File: src/rtl/tmr_pwr_pkg.sv
// Shared types for the timer power-mode unit.
// Assumes: the power mode encoding is fixed by the power manager.
package tmr_pwr_pkg;
    typedef enum logic [1:0] {
        PM_RUN  = 2'b00,
        PM_HALT = 2'b01,
        PM_STOP = 2'b10,
        PM_RSVD = 2'b11
    } pmode_t;

    typedef struct packed {
        logic fen;   // [3] noise filter enable
        logic ien;   // [2] interrupt enable
        logic csel;  // [1] 0 system clock, 1 peripheral clock
        logic en;    // [0] timer enable
    } tctl_t;
endpackage

File: src/rtl/tmr_regs.sv
// Control and reload registers with write protection.
// Writes are refused while the timer is enabled on the peripheral clock,
// except a write that clears the enable bit; refusals set a sticky flag.
// Assumes: one write strobe per register, data valid with the strobe.
module tmr_regs
    import tmr_pwr_pkg::*;
#(
    parameter int CNT_W = 16
) (
    input  logic             clk,
    input  logic             rst_n,
    input  logic             ctl_wr,
    input  logic [3:0]       ctl_wdata,
    input  logic             rld_wr,
    input  logic [CNT_W-1:0] rld_wdata,
    input  logic             err_clr,
    output tctl_t            ctl,
    output logic [CNT_W-1:0] rld,
    output logic             wr_err
);
    localparam logic [CNT_W-1:0] RLD_INIT = {CNT_W{1'b1}};

    tctl_t wd;
    logic  locked;
    logic  field_diff;
    logic  refuse;

    assign wd         = tctl_t'(ctl_wdata);
    assign locked     = ctl.en & ctl.csel;
    assign field_diff = {wd.fen, wd.ien, wd.csel} != {ctl.fen, ctl.ien, ctl.csel};
    assign refuse     = locked & (rld_wr | (ctl_wr & field_diff));

    // Register update: full write when unlocked, enable-clear only when locked.
    always_ff @(posedge clk) begin
        if (!rst_n) begin
            ctl <= '0;
            rld <= RLD_INIT;
        end else begin
            if (ctl_wr) begin
                if (!locked) ctl    <= wd;
                else         ctl.en <= ctl.en & wd.en;
            end
            if (rld_wr && !locked) rld <= rld_wdata;
        end
    end

    // Sticky rejected-write flag, set wins over clear.
    always_ff @(posedge clk) begin
        if (!rst_n) wr_err <= 1'b0;
        else        wr_err <= refuse | (wr_err & ~err_clr);
    end

    assert_lock_reload_R6: assert property (@(posedge clk) disable iff (!rst_n)
        (locked && rld_wr) |=> $stable(rld));
    assert_lock_fields_R6: assert property (@(posedge clk) disable iff (!rst_n)
        (locked && ctl_wr) |=> ({ctl.fen, ctl.ien, ctl.csel} == $past({ctl.fen, ctl.ien, ctl.csel})));
endmodule

File: src/rtl/tmr_core.sv
// Timer core: selects the count enable from power mode and clock source,
// counts 1..reload and reloads to 1 with a one-cycle interrupt pulse.
// Assumes: both clocks are delivered as enables on clk.
module tmr_core
    import tmr_pwr_pkg::*;
#(
    parameter int CNT_W = 16
) (
    input  logic             clk,
    input  logic             rst_n,
    input  pmode_t           mode,
    input  logic             sys_tick,
    input  logic             per_tick,
    input  logic             en,
    input  logic             csel,
    input  logic [CNT_W-1:0] rld,
    output logic [CNT_W-1:0] cnt,
    output logic             hit,
    output logic             irq
);
    localparam logic [CNT_W-1:0] ONE = CNT_W'(1);

    logic sys_ok;
    logic tick;

    assign sys_ok = (mode == PM_RUN) || (mode == PM_HALT);
    assign tick   = en & (csel ? per_tick : (sys_tick & sys_ok));
    assign hit    = tick & (cnt >= rld);

    // Counter with reload to 1 on reaching the reload value.
    always_ff @(posedge clk) begin
        if (!rst_n)    cnt <= ONE;
        else if (hit)  cnt <= ONE;
        else if (tick) cnt <= cnt + ONE;
    end

    // One-cycle interrupt pulse registered with the reload.
    always_ff @(posedge clk) begin
        if (!rst_n) irq <= 1'b0;
        else        irq <= hit;
    end

    assert_irq_reload_R5: assert property (@(posedge clk) disable iff (!rst_n)
        irq |-> (cnt == ONE));
    assert_stop_hold_R2: assert property (@(posedge clk) disable iff (!rst_n)
        ((mode == PM_STOP || mode == PM_RSVD) && !csel) |=> $stable(cnt));
    assert_en_off_R4: assert property (@(posedge clk) disable iff (!rst_n)
        !en |=> $stable(cnt));
endmodule

File: src/rtl/tmr_wake.sv
// Interrupt-request and stop-status flags plus the stop-mode recovery request.
// Assumes: the power manager acknowledges with a one-cycle pulse.
module tmr_wake
    import tmr_pwr_pkg::*;
(
    input  logic   clk,
    input  logic   rst_n,
    input  pmode_t mode,
    input  logic   hit,
    input  logic   ien,
    input  logic   wake_ack,
    input  logic   stop_clr,
    input  logic   irq_clr,
    output logic   stop_flag,
    output logic   irq_flag,
    output logic   wake_req
);
    logic in_stop;
    logic irq_set;
    logic stop_set;

    assign in_stop  = (mode == PM_STOP) || (mode == PM_RSVD);
    assign irq_set  = hit & ien;
    assign stop_set = irq_set & in_stop;

    // Sticky flags, set wins over a simultaneous clear.
    always_ff @(posedge clk) begin
        if (!rst_n) begin
            stop_flag <= 1'b0;
            irq_flag  <= 1'b0;
        end else begin
            stop_flag <= stop_set | (stop_flag & ~stop_clr);
            irq_flag  <= irq_set  | (irq_flag  & ~irq_clr);
        end
    end

    // Recovery request level, held until acknowledged.
    always_ff @(posedge clk) begin
        if (!rst_n) wake_req <= 1'b0;
        else        wake_req <= stop_set | (wake_req & ~wake_ack);
    end

    assert_wake_hold_R10: assert property (@(posedge clk) disable iff (!rst_n)
        (wake_req && !wake_ack) |=> wake_req);
    assert_wake_only_stop_R9: assert property (@(posedge clk) disable iff (!rst_n)
        (!in_stop && !wake_req) |=> !wake_req);
    assert_wake_flags_R9: assert property (@(posedge clk) disable iff (!rst_n)
        $rose(wake_req) |-> (stop_flag && irq_flag));
endmodule

File: src/rtl/tmr_filt.sv
// Input noise filter: a new level passes after FILT_LEN consecutive samples.
// Runs on clk in every power mode; bypassed (one-cycle delay) when disabled.
// Assumes: tmr_in is already synchronised to clk.
module tmr_filt #(
    parameter int FILT_LEN = 4
) (
    input  logic clk,
    input  logic rst_n,
    input  logic fen,
    input  logic tin,
    output logic tout
);
    localparam int CW = (FILT_LEN > 1) ? $clog2(FILT_LEN) : 1;
    localparam logic [CW-1:0] LAST = CW'(FILT_LEN - 1);

    logic [CW-1:0] run;

    // Count consecutive differing samples and accept the level at the limit.
    always_ff @(posedge clk) begin
        if (!rst_n) begin
            tout <= 1'b0;
            run  <= '0;
        end else if (!fen) begin
            tout <= tin;
            run  <= '0;
        end else if (tin == tout) begin
            run  <= '0;
        end else if (run == LAST) begin
            tout <= tin;
            run  <= '0;
        end else begin
            run  <= run + 1'b1;
        end
    end

    assert_filt_steady_R11: assert property (@(posedge clk) disable iff (!rst_n)
        (fen && tin == tout) |=> $stable(tout));
endmodule

File: src/rtl/tmr_pwr_ctrl.sv
// Top of the timer power-mode unit: registers, gated core, wakeup flags and
// input filter. Assumes a single clock with system and peripheral ticks as
// enables and the power mode driven by the power manager.
module tmr_pwr_ctrl
    import tmr_pwr_pkg::*;
#(
    parameter int CNT_W    = 16,
    parameter int FILT_LEN = 4
) (
    input  logic             clk,
    input  logic             rst_n,
    input  logic [1:0]       pwr_mode,
    input  logic             sys_tick,
    input  logic             per_tick,
    input  logic             ctl_wr,
    input  logic [3:0]       ctl_wdata,
    input  logic             rld_wr,
    input  logic [CNT_W-1:0] rld_wdata,
    input  logic             clr_wr,
    input  logic [2:0]       clr_wdata,
    input  logic             tmr_in,
    input  logic             wake_ack,
    output logic [3:0]       ctl_q,
    output logic [CNT_W-1:0] rld_q,
    output logic [CNT_W-1:0] cnt_q,
    output logic             tmr_irq,
    output logic             tin_filt,
    output logic             wake_req,
    output logic             stop_flag,
    output logic             irq_flag,
    output logic             wr_err
);
    pmode_t mode;
    tctl_t  ctl;
    logic   hit;

    assign mode  = pmode_t'(pwr_mode);
    assign ctl_q = ctl;

    tmr_regs #(.CNT_W(CNT_W)) u_regs (
        .clk(clk), .rst_n(rst_n),
        .ctl_wr(ctl_wr), .ctl_wdata(ctl_wdata),
        .rld_wr(rld_wr), .rld_wdata(rld_wdata),
        .err_clr(clr_wr & clr_wdata[2]),
        .ctl(ctl), .rld(rld_q), .wr_err(wr_err)
    );

    tmr_core #(.CNT_W(CNT_W)) u_core (
        .clk(clk), .rst_n(rst_n), .mode(mode),
        .sys_tick(sys_tick), .per_tick(per_tick),
        .en(ctl.en), .csel(ctl.csel), .rld(rld_q),
        .cnt(cnt_q), .hit(hit), .irq(tmr_irq)
    );

    tmr_wake u_wake (
        .clk(clk), .rst_n(rst_n), .mode(mode),
        .hit(hit), .ien(ctl.ien), .wake_ack(wake_ack),
        .stop_clr(clr_wr & clr_wdata[0]), .irq_clr(clr_wr & clr_wdata[1]),
        .stop_flag(stop_flag), .irq_flag(irq_flag), .wake_req(wake_req)
    );

    tmr_filt #(.FILT_LEN(FILT_LEN)) u_filt (
        .clk(clk), .rst_n(rst_n), .fen(ctl.fen),
        .tin(tmr_in), .tout(tin_filt)
    );
endmodule

File: config.mk
export PLATFORM = sky130hd
export DESIGN_NAME = tmr_pwr_ctrl
export DESIGN_NICKNAME = d
export VERILOG_FILES = /design/src/rtl/tmr_pwr_pkg.sv /design/src/rtl/tmr_regs.sv /design/src/rtl/tmr_core.sv /design/src/rtl/tmr_wake.sv /design/src/rtl/tmr_filt.sv /design/src/rtl/tmr_pwr_ctrl.sv
export SDC_FILE = /design/constraint.sdc
export NUM_CORES = 1
export LEC_CHECK = 0
export ABC_AREA = 0
export BUFFER_PORTS_ARGS = -buffer_cell sky130_fd_sc_hd__buf_2
export CAP_MARGIN = 20
export CORE_ASPECT_RATIO = 1.5
export CORE_MARGIN = 5
export CORE_UTILIZATION = 25
export DETAILED_ROUTE_END_ITERATION = 10
export PLACE_DENSITY = 0.49
export SLEW_MARGIN = 20
export SYNTH_ARGS = -nofsm -noshare
export SYNTH_HDL_FRONTEND = slang
export SYNTH_SLANG_ARGS = --single-unit
File: constraint.sdc
create_clock -name clk -period 2.6 [get_ports clk]
set_clock_uncertainty 0.15 [all_clocks]
set_input_delay 0.26 -clock clk [delete_from_list [all_inputs] [get_ports clk]]
set_output_delay 0.26 -clock clk [all_outputs]
set_load 0.01 [all_outputs]
Word level (Yosys, flattened, before mapping)
Cells that the tools add are included.

storage, ports and cells
  bits of input ports = 34
  output and inout bits = 42
  register bits after elaboration = 44

cells by class
  mux-type cells = 5
  reductions and logical operators = 9
  bitwise gates (word level) = 28
  eq/ne operators = 8
  order comparisons = 1
  $add $sub $neg = 2

operator list
  kind                   count
  $add 16x1->16 const B  1
  $and 1x1->1            16
  $ge 16x16->1           1
  $not 1->1              7
  $eq 2x2->1 const B     3
  $mux 1                 5
  $or 1x1->1             5
  $reduce_and 2->1       2
  $reduce_or 4->1        1
  $ne 3x3->1             1
  $add 2x1->2 const B    1
  $eq 2x1->1 const B     1
  $logic_not 2->1        1
  $logic_or 1x1->1       2
  $ne 2x1->1 const B     1
  $ne 2x2->1 const B     1
  $reduce_or 2->1        1
  $eq 1x1->1             1
  $logic_and 1x1->1      1
  $logic_not 1->1        1

Depth between registers and ports, before layout
Gate-level depths: netlist (run 1).

  depth after elaboration = 9
  mapped depth = 8
  gate-level depth less buffers = 7

By module
Synthesis (run 1) repeated with hierarchy kept, for this count alone.

unflattened totals
  cell total of the unflattened synthesis = 266
  area total of the unflattened synthesis = 2,507.4 um^2

by module, submodules not included
  module        instances  cells each  area an instance (um^2)  seq. area each (um^2)
  tmr_core      1          145         1,320.0                  340.3
  tmr_regs      1          96          917.1                    420.4
  tmr_filt      1          11          128.9                    60.1
  tmr_wake      1          11          122.6                    60.1
  tmr_pwr_ctrl  1          3           18.8                     0.0

Worst setup path after synthesis (run 1)
No wires, ideal clock.

  path kind = reg2reg
  from = register u_core.cnt[0]
  to = register u_wake.irq_flag
  required time = 2.334 ns
  data arrival time = 1.805 ns
  library setup time = 0.116 ns
  cell stages (with the launch flop) = 8
  path slack = 0.528 ns
  period minus slack after synthesis = 2.072 ns
  cells stage by stage = dfxtp_1 inv_1 ha_1 nand2b_4 a2111o_1 o2111ai_2 a31oi_1 a31o_2

between the ends
  word-level cells in the longest chain between the ends = 4

ends and longest elaborated chain
  element                 line            RTL
  from (decl)             tmr_core.sv:17  output logic [CNT_W-1:0] cnt,
  from (signal assigned)  tmr_core.sv:34  else if (tick) cnt <= cnt + ONE;
  $ge 16x16->1            tmr_core.sv:28  assign hit = tick & (cnt >= rld);
  $and 1x1->1             tmr_core.sv:28
  $and 1x1->1             tmr_wake.sv:23  assign irq_set = hit & ien;
  $or 1x1->1              tmr_wake.sv:33  irq_flag <= irq_set | (irq_flag & ~irq_clr);
  to (signal assigned)    tmr_wake.sv:33
  to (decl)               tmr_wake.sv:15  output logic irq_flag,

Every way passes these cells.
A chain may end at the register's enable or synchronous reset.

Worst setup path in the final report (run 1)
  from = register u_regs.rld[14]
  to = register u_core.cnt[8]

between the ends
  word-level cells in the longest chain between the ends = 3

ends and longest elaborated chain
  element                           line            RTL
  from (decl)                       tmr_regs.sv:18  output logic [CNT_W-1:0] rld,
  from (signal assigned)            tmr_regs.sv:43  if (rld_wr && !locked) rld <= rld_wdata;
  $ge 16x16->1                      tmr_core.sv:28
  $and 1x1->1                       tmr_core.sv:28
  $reduce_or 2->1 (no source line)  n/a

Every way passes these cells.

==> impl_metrics.tcl, run 1 <==
set metrics [dict create \
    outcome "complete, no violations" \
    ys_warn_count 0 \
    grt_pass1_wl_um 9370 \
    instances_no_fill 436 \
    min_path_cells 3 \
    worstRegToRegCells 7 \
    power.total_mw 1.49 \
    drtAntennaViolNets 0 \
    yosysTopAreaCell "dfxtp_1" \
    routed_wl_um 5840 \
    synth_flop_cell "dfxtp_1" \
    synth_area_per_cell_um2 8.76 \
    hold_buffers 0 \
    place.gp.congestion 0.729 \
    grt_use_total 0.108 \
    crit_type "reg -> reg" \
    cts_tree "done" \
    synth_edf_count 0 \
    vias 1958 \
    yosysSeqAreaShare 0.393 \
    p_per_area_nw_per_um2 528 \
    tns_ns 0 \
    relSlewSlack 0.312 \
    holdWs_ns 0.0521 \
    num_antenna_cells 0 \
    antenna_found_initial 0 \
    layout-drive-gt1-share 0.276 \
    viasPerCell 4.49 \
    area_growth_syn_to_layout_pct 26.1 \
    synthCells 256 \
    dr.pass1.iters 4 \
    synth_top_area_frac 0.393 \
    core-area_um2 8780 \
    clk_pin_slew_ns 0.06 \
    max_clock_freq_mhz 457 \
    clkLatencyLatePin_ns 0.28 \
    grt_max_degree 33 \
    min_period_over_period 0.842 \
    worst_pin_slew_ns 1.03 \
    synth.distinct_cells 41 \
    cts-root-buf "clkbuf_16" \
    crit_required_ns 2.60 \
    fin_crit_ns 2.19 \
    syn_nets 308 \
    post-route-util 0.322 \
    pre_cts_ws_ns 0.402 \
    grt_pass1_vias 1924 \
    placed_area_um2 2690 \
    drt_iter0_drc 46 \
    grt_setup_unrepaired "no" \
    hold_class "in -> reg" \
    dpl.hpwl_um 4730 \
    fin_nets 378 \
    cts_resized 0 \
    crit_fanout 16 \
    htreeDepth 2 \
    ir_drop_v 0.000227 \
    io_buffers 74 \
    finalInstanceArea_um2 2830 \
    die-height_um 126 \
    num_rows 42 \
    setup_viol 0 \
    p_leak_nw 1.36 \
    cp-start-kind "register" \
    post_cts_buffers 0 \
    finalWorstSetupSlack_ns 0.412 \
    die_area_um2 11000 \
    end_kind "register" \
    placed_cells 429 \
    synth-async-reset-ratio 0 \
    cts_sinks 44 \
    hold_viol_final 0 \
    ios 76 \
    die_w_um 87.3 \
    cap_violations 0 \
    synth-seq-cells 44 \
    cts_made_buffers 5 \
    drc 0 \
    cts_buffer_depth 2 \
    synth_area_um2 2240 \
    critical_path_arrival_ns 2.18 \
    grt.overflow.total 0 \
    wl_per_cell_um 13.4 \
    report.final.slew_viol_count 0 \
    synthTopCellsByArea "dfxtp_1, ha_1, nand2_1" \
    start_util 0.255 \
]
==> routing by layer <==
metal / GRT usage / share of wire
met2: 0.189 / 0.49
met4: 0.0361 / 0.015
met3: 0.0268 / 0.067
met5: 0 / 0
met1: 0.126 / 0.43
==> registers in the layout, summed over array words and instances, names as in the netlist <==
register / cells
u_core.irq: 1
u_filt.tout: 1
u_regs.rld: 16
u_wake.wake_req: 1
u_wake.stop_flag: 1
u_regs.wr_err: 1
u_filt.run: 2
u_core.cnt: 16
u_regs.ctl: 4
u_wake.irq_flag: 1
==> logic make-up (layout without fill, tap and decap cells) <==
logic type	count (synthesis)	after routing	synth area share
and+or+nand+nor	94	94	0.203
AOI/OAI and AO/OA	45	45	0.156
xor gates and xnor gates	18	18	0.0703
DFF	44	44	0.393
buffers and inverters	35	105	0.0686
muxes	2	2	0.00893
adders and majority gates	18	18	0.100
==> cells in the mapped netlist, types with 2 or more instances <==
master,n
nor4_1,2
a41o_1,2
xnor2_1,15
nand4_1,3
o211ai_1,16
buf_4,4
xor2_1,3
clkbuf_1,8
nand3_1,8
nand2_1,35
ha_1,18
nor2b_1,3
a21oi_1,9
o21ai_0,3
and2_1,4
a21boi_0,4
inv_1,22
nor3_1,8
mux2i_1,2
o21a_1,2
nor2_1,22
dfxtp_1,44
==> worst max-delay path, cell delays in order (launching register included) <==
cell,delay [ns]
dfxtp_1,0.33
inv_1,0.08
ha_1,0.33
nand4_2,0.12
nor3_2,0.21
o2111ai_2,0.16
a32oi_4,0.56
nor2_1,0.11
==> power breakdown <==
group / total (mW) / internal [mW] / switching, mW
clock: 0.587 / 0.349 / 0.238
sequential: 0.723 / 0.702 / 0.0209
combinational: 0.182 / 0.0814 / 0.101
total: 1.49 / 1.13 / 0.360
==> layout make-up <==
| cell class | instances | area [um^2] |
|---|---|---|
| fillers | 956 | 5950 |
| inverters | 22 | 82.6 |
| flip-flops and latches | 44 | 881 |
| repair buffers | 76 | 385 |
| clock buffers | 6 | 129 |
| well taps | 110 | 138 |
| multi-input cells | 177 | 1210 |
| clock inverters | 1 | 5.00 |
==> worst paths after layout <==
check | slack (ns) | endpoint | from
setup / recovery | 0.41 | u_core.cnt[8] | u_regs.rld[14]
hold reg to reg | 0.27 | u_filt.run[0] | u_filt.run[0]
hold / removal | 0.05 | u_regs.rld[12] | rld_wdata[12]
setup reg to reg | 0.41 | u_core.cnt[8] | u_regs.rld[14]
==> cell usage in the layout, fill, tap and decap left out, types with 2 or more instances in the layout <==
cell	Yosys	final
xnor2_1	15	15
o211ai_1	16	16
xor2_1	3	3
nor2_1	22	22
buf_2	0	74
a41o_1	2	2
nor4_1	2	2
ha_1	18	18
o21a_1	2	2
buf_4	4	2
and2_1	4	4
o21ai_0	3	3
dfxtp_1	44	44
a21boi_0	4	4
mux2i_1	2	2
nor2b_1	3	3
clkbuf_16	0	5
inv_1	22	22
nand3_1	8	8
a21oi_1	9	9
nand4_1	3	3
nor3_1	8	8
nand2_1	35	35
No activity file was read; power rests on OpenSTA's default activity.
==> run 2: changes to the inputs <==
==> constraint.sdc (replaced) <==
create_clock -name clk -period 2.1 [get_ports clk]
set_clock_uncertainty 0.15 [all_clocks]
set_input_delay 0.21 -clock clk [delete_from_list [all_inputs] [get_ports clk]]
set_output_delay 0.21 -clock clk [all_outputs]
set_load 0.01 [all_outputs]
==> impl_metrics.tcl, run 2 (synthesis results as in run 1) <==
set metrics [dict create \
    outcome "finished, violations left" \
    violations "negative setup slack" \
    ir_drop_v 0.000280 \
    drt_iter0_drc 51 \
    grt_pass1_wl_um 9840 \
    dpl.hpwl_um 4820 \
    p_leak_nw 1.44 \
    routed_wl_um 6360 \
    die-height_um 126 \
    min_period_over_period 1.02 \
    report.final.slew_viol_count 0 \
    relSlewSlack 0.627 \
    setup_viol 14 \
    io_buffers 74 \
    cts_tree "done" \
    power_frac_clock 0.388 \
    crit_type "reg -> reg" \
    cts_buffer_depth 2 \
    cap_violations 0 \
    max_clock_freq_mhz 466 \
    reg.largest.list "u_core.cnt x16, u_regs.rld x16, u_regs.ctl x4" \
    cts_made_buffers 5 \
    die_area_um2 11000 \
    end_kind "register" \
    ios 76 \
    die_w_um 87.3 \
    p_comb_frac 0.144 \
    placed_cells 442 \
    num_rows 42 \
    fin_nets 398 \
    finalWorstSetupSlack_ns -0.0481 \
    worst_pin_slew_ns 0.556 \
    grt_max_degree 33 \
    area_growth_syn_to_layout_pct 41.5 \
    tns_ns -0.442 \
    seqPwrFrac 0.468 \
    viasPerCell 4.55 \
    hold_viol_final 0 \
    num_antenna_cells 0 \
    crit_required_ns 2.13 \
    instances_no_fill 456 \
    start_util 0.255 \
    p_per_area_nw_per_um2 602 \
    final_common_cell "buf_2" \
    post-route-util 0.362 \
    layout_common_cells "buf_2, dfxtp_1, nand2_1" \
    p_int_mw 1.43 \
    drtAntennaViolNets 0 \
    cts-root-buf "clkbuf_16" \
    drc 0 \
    cts_sinks 44 \
    hold_class "in -> reg" \
    grt_setup_unrepaired "yes" \
    clk_pin_slew_ns 0.06 \
    htreeDepth 2 \
    critical_path_arrival_ns 2.18 \
    fin_crit_ns 2.15 \
    grt_use_total 0.113 \
    crit_fanout 6 \
    clkLatencyLatePin_ns 0.28 \
    place.gp.congestion 0.742 \
    grt.overflow.total 0 \
    wl_per_cell_um 13.9 \
    vias 2077 \
    core-area_um2 8780 \
    antenna_found_initial 0 \
    swShare 0.251 \
    grt_pass1_vias 2042 \
    cp-start-kind "register" \
    layout-drive-gt1-share 0.384 \
    dr.pass1.iters 4 \
    power.switching_uw 479 \
    pre_cts_ws_ns 0.0134 \
]
## run 2: cell types whose count changed in the layout (fill, tap and decap cells not counted), sizes merged
cell         delta
clkbuf          +1
dlygate4sd3     +2
buf            +17
## run 2: repair_timing
| item | in CTS | in global routing |
|---|---|---|
| endpoints found under the hold margin | 2 | 0 |
| pin swaps | 0 | 12 |
| hold buffers | 2 | 0 |
| setup buffers | 0 | 4 |
| resized for setup | 0 | 32 |
| cloned | 0 | 1 |
| setup endpoints to repair | 2 | 18 |
## run 2: power by group through the flow
stage | clock [mW] | combinational [mW] | sequential (mW)
2_1_floorplan | 0 | 0.129 | 0.924
3_3_place_gp | 0 | 0.242 | 0.910
3_5_place_dp | 0 | 0.246 | 0.911
4_1_cts | 0.767 | 0.250 | 0.892
5_1_grt | 0.810 | 0.308 | 0.898
6_report | 0.742 | 0.276 | 0.894
## run 2: per-stage QoR
stage                     hold slack (ns)  total power, mW  cell area, um^2
after floorplan                     0.198             1.05             2240
after global placement              0.258             1.15             2800
after detailed placement            0.269             1.16             2800
after CTS                        0.000964             1.91             2960
after global routing               0.0134             2.02             3170
final                            0.000929             1.91             3170
## run 2: final timing paths
kind | start | depth (start not counted) | to | slack, ns
min reg2reg | u_filt.run[0] | 1 | u_filt.run[0] | 0.27
max | u_regs.rld[11] | 8 | u_core.cnt[13] | -0.05
min | rld_wdata[10] | 3 | u_regs.rld[10] | 0.0009
max reg2reg | u_regs.rld[11] | 8 | u_core.cnt[13] | -0.05
## run 2: final cells by class
class / count / area, um^2
tap: 110 / 138
sequential: 44 / 885
clock buffer: 6 / 129
timing repair buffer: 96 / 571
multi-input combinational: 177 / 1360
inverter: 22 / 82.6
clock inverter: 1 / 5.00
fill: 931 / 5600
## run 2: critical path, stage by stage (launching register included)
cell	delay, ns
dfxtp_2	0.33
inv_2	0.05
ha_4	0.26
nand4_1	0.14
nor3_2	0.21
o2111ai_2	0.19
a32oi_4	0.44
clkbuf_16	0.22
nor2_1	0.04
## run 2: routing by layer
layer,wire length (um),global-route usage,vias to the layer above
li1,-,-,1054
met1,2530,0.130,953
met2,3290,0.195,61
met3,424,0.0268,9
met4,111,0.0452,0
met5,0,0,-
==> run 3: changes to the inputs <==
==> constraint.sdc (replaced) <==
create_clock -name clk -period 2.1 [get_ports clk]
set_clock_uncertainty 0.15 [all_clocks]
set_input_delay 0.315 -clock clk [delete_from_list [all_inputs] [get_ports clk]]
set_output_delay 0.315 -clock clk [all_outputs]
set_load 0.01 [all_outputs]
==> impl_metrics.tcl, run 3 (synthesis results as in run 1) <==
set metrics [dict create \
    cts-root-buf "clkbuf_16" \
    die_area_um2 11000 \
    core-area_um2 8780 \
    dpl.hpwl_um 4880 \
    grt_pass1_vias 2036 \
    routed_wl_um 6400 \
    grt.overflow.total 0 \
    area_growth_syn_to_layout_pct 42.2 \
    power.total_mw 2.11 \
    report.final.slew_viol_count 0 \
    dr.pass1.iters 4 \
    vias 2064 \
    fillers 928 \
    reg.largest.list "u_core.cnt x16, u_regs.rld x16, u_regs.ctl x4" \
    num_antenna_cells 0 \
    drt_iter0_drc 50 \
    viasPerCell 4.51 \
    drtAntennaViolNets 0 \
    cts_buffer_depth 2 \
    min_period_over_period 1.01 \
    io_buffers 74 \
    p_leak_nw 1.48 \
    p_per_area_nw_per_um2 661 \
    start_util 0.255 \
    ir_drop_v 0.000285 \
    relSlewSlack 0.630 \
    hold_buffers 0 \
    crit_fanout 6 \
    ios 76 \
    critical_path_arrival_ns 2.16 \
    htreeDepth 2 \
    finalWorstSetupSlack_ns -0.0272 \
    holdWs_ns 0.0989 \
    final_common_cell "buf_2" \
    outcome "finished, violations left" \
    crit_type "reg -> reg" \
    fin_nets 399 \
    grt_setup_unrepaired "yes" \
    cts_made_buffers 5 \
    grt_use_total 0.113 \
    hold_viol_final 0 \
    worst_pin_slew_ns 0.552 \
    num_rows 42 \
    die_w_um 87.3 \
    fin_crit_ns 2.13 \
    cts_sinks 44 \
    clkLatencyLatePin_ns 0.28 \
    cp-start-kind "register" \
    die-height_um 126 \
    setup_viol 12 \
    place.gp.congestion 0.764 \
    cts_tree "done" \
    hold_class "in -> reg" \
    violations "negative setup slack" \
    clk_pin_slew_ns 0.06 \
    drc 0 \
    cap_violations 0 \
    max_clock_freq_mhz 470 \
    layout-drive-gt1-share 0.385 \
    wl_per_cell_um 14.0 \
    crit_required_ns 2.13 \
    grt_max_degree 33 \
    end_kind "register" \
    layout_common_cells "buf_2, dfxtp_1, nand2_1" \
    grt_pass1_wl_um 9740 \
    antenna_found_initial 0 \
]
run 3: cell count changes in the layout (fill, tap and decap cells not counted), moves of 2 or more:
cell	before	now
buf_4	18	21
ha_4	7	5
inv_2	6	3
dlygate4sd3_1	2	0
clkbuf_8	0	2
ha_1	11	13
inv_1	16	19
run 3: final cells by class:
type	count	area, um^2	area share
inverters	22	82.6	0.0259
well taps	110	138	0.0432
clock inverters	1	30.0	0.00942
repair buffers	97	573	0.180
flip-flops and latches	44	886	0.278
multi-input cells	177	1330	0.416
clock buffers	7	153	0.0479
run 3: final timing paths:
check / from / to / slack, ns / depth (start not counted)
worst min register to register: u_filt.run[0] / u_filt.run[0] / 0.27 / 1
worst min-delay path: rld_wdata[2] / u_regs.rld[2] / 0.1 / 3
worst max register to register: u_regs.rld[10] / u_core.cnt[10] / -0.03 / 8
worst max-delay path: u_regs.rld[10] / u_core.cnt[10] / -0.03 / 8
run 3: repair_timing:
| action | 4_1_cts | 5_1_grt |
|---|---|---|
| endpoints found under the hold margin | 0 | 0 |
| resized for setup | 0 | 27 |
| gates cloned | 0 | 1 |
| pin swaps | 0 | 12 |
| endpoints found under the setup margin | 3 | 19 |
| setup buffers | 0 | 6 |
run 3: report_power, final:
group / internal (mW) / switching (mW)
sequential: 0.870 / 0.0235
clock: 0.626 / 0.319
combinational: 0.127 / 0.142
run 3: routing by layer:
layer	global-route usage	share of wire	up-vias
li1	-	-	1055
met1	0.133	0.41	937
met2	0.200	0.51	66
met3	0.0288	0.066	6
met4	0.0280	0.013	0
met5	0	0	-
run 3: worst max-delay path: stages, from the launching register on:
cell,delay [ns]
dfxtp_2,0.33
inv_2,0.05
ha_4,0.25
nand4_1,0.15
nor3_2,0.20
o2111ai_2,0.20
a32oi_4,0.43
clkbuf_16,0.22
nor2_1,0.04
run 3: through the flow:
step / std cells / TNS (ns) / area, um^2 / util / setup WS (ns)
after floorplan: 256 / 0 / 2240 / - / 0.0284
after global placement: 443 / 0 / 2810 / 0.320 / 0.0314
after detailed placement: 443 / 0 / 2810 / 0.320 / 0.00276
after CTS: 451 / -0.0177 / 2990 / 0.341 / -0.0110
after global routing: 458 / -1.61 / 3190 / 0.363 / -0.130
final: 458 / -0.156 / 3190 / 0.363 / -0.0272
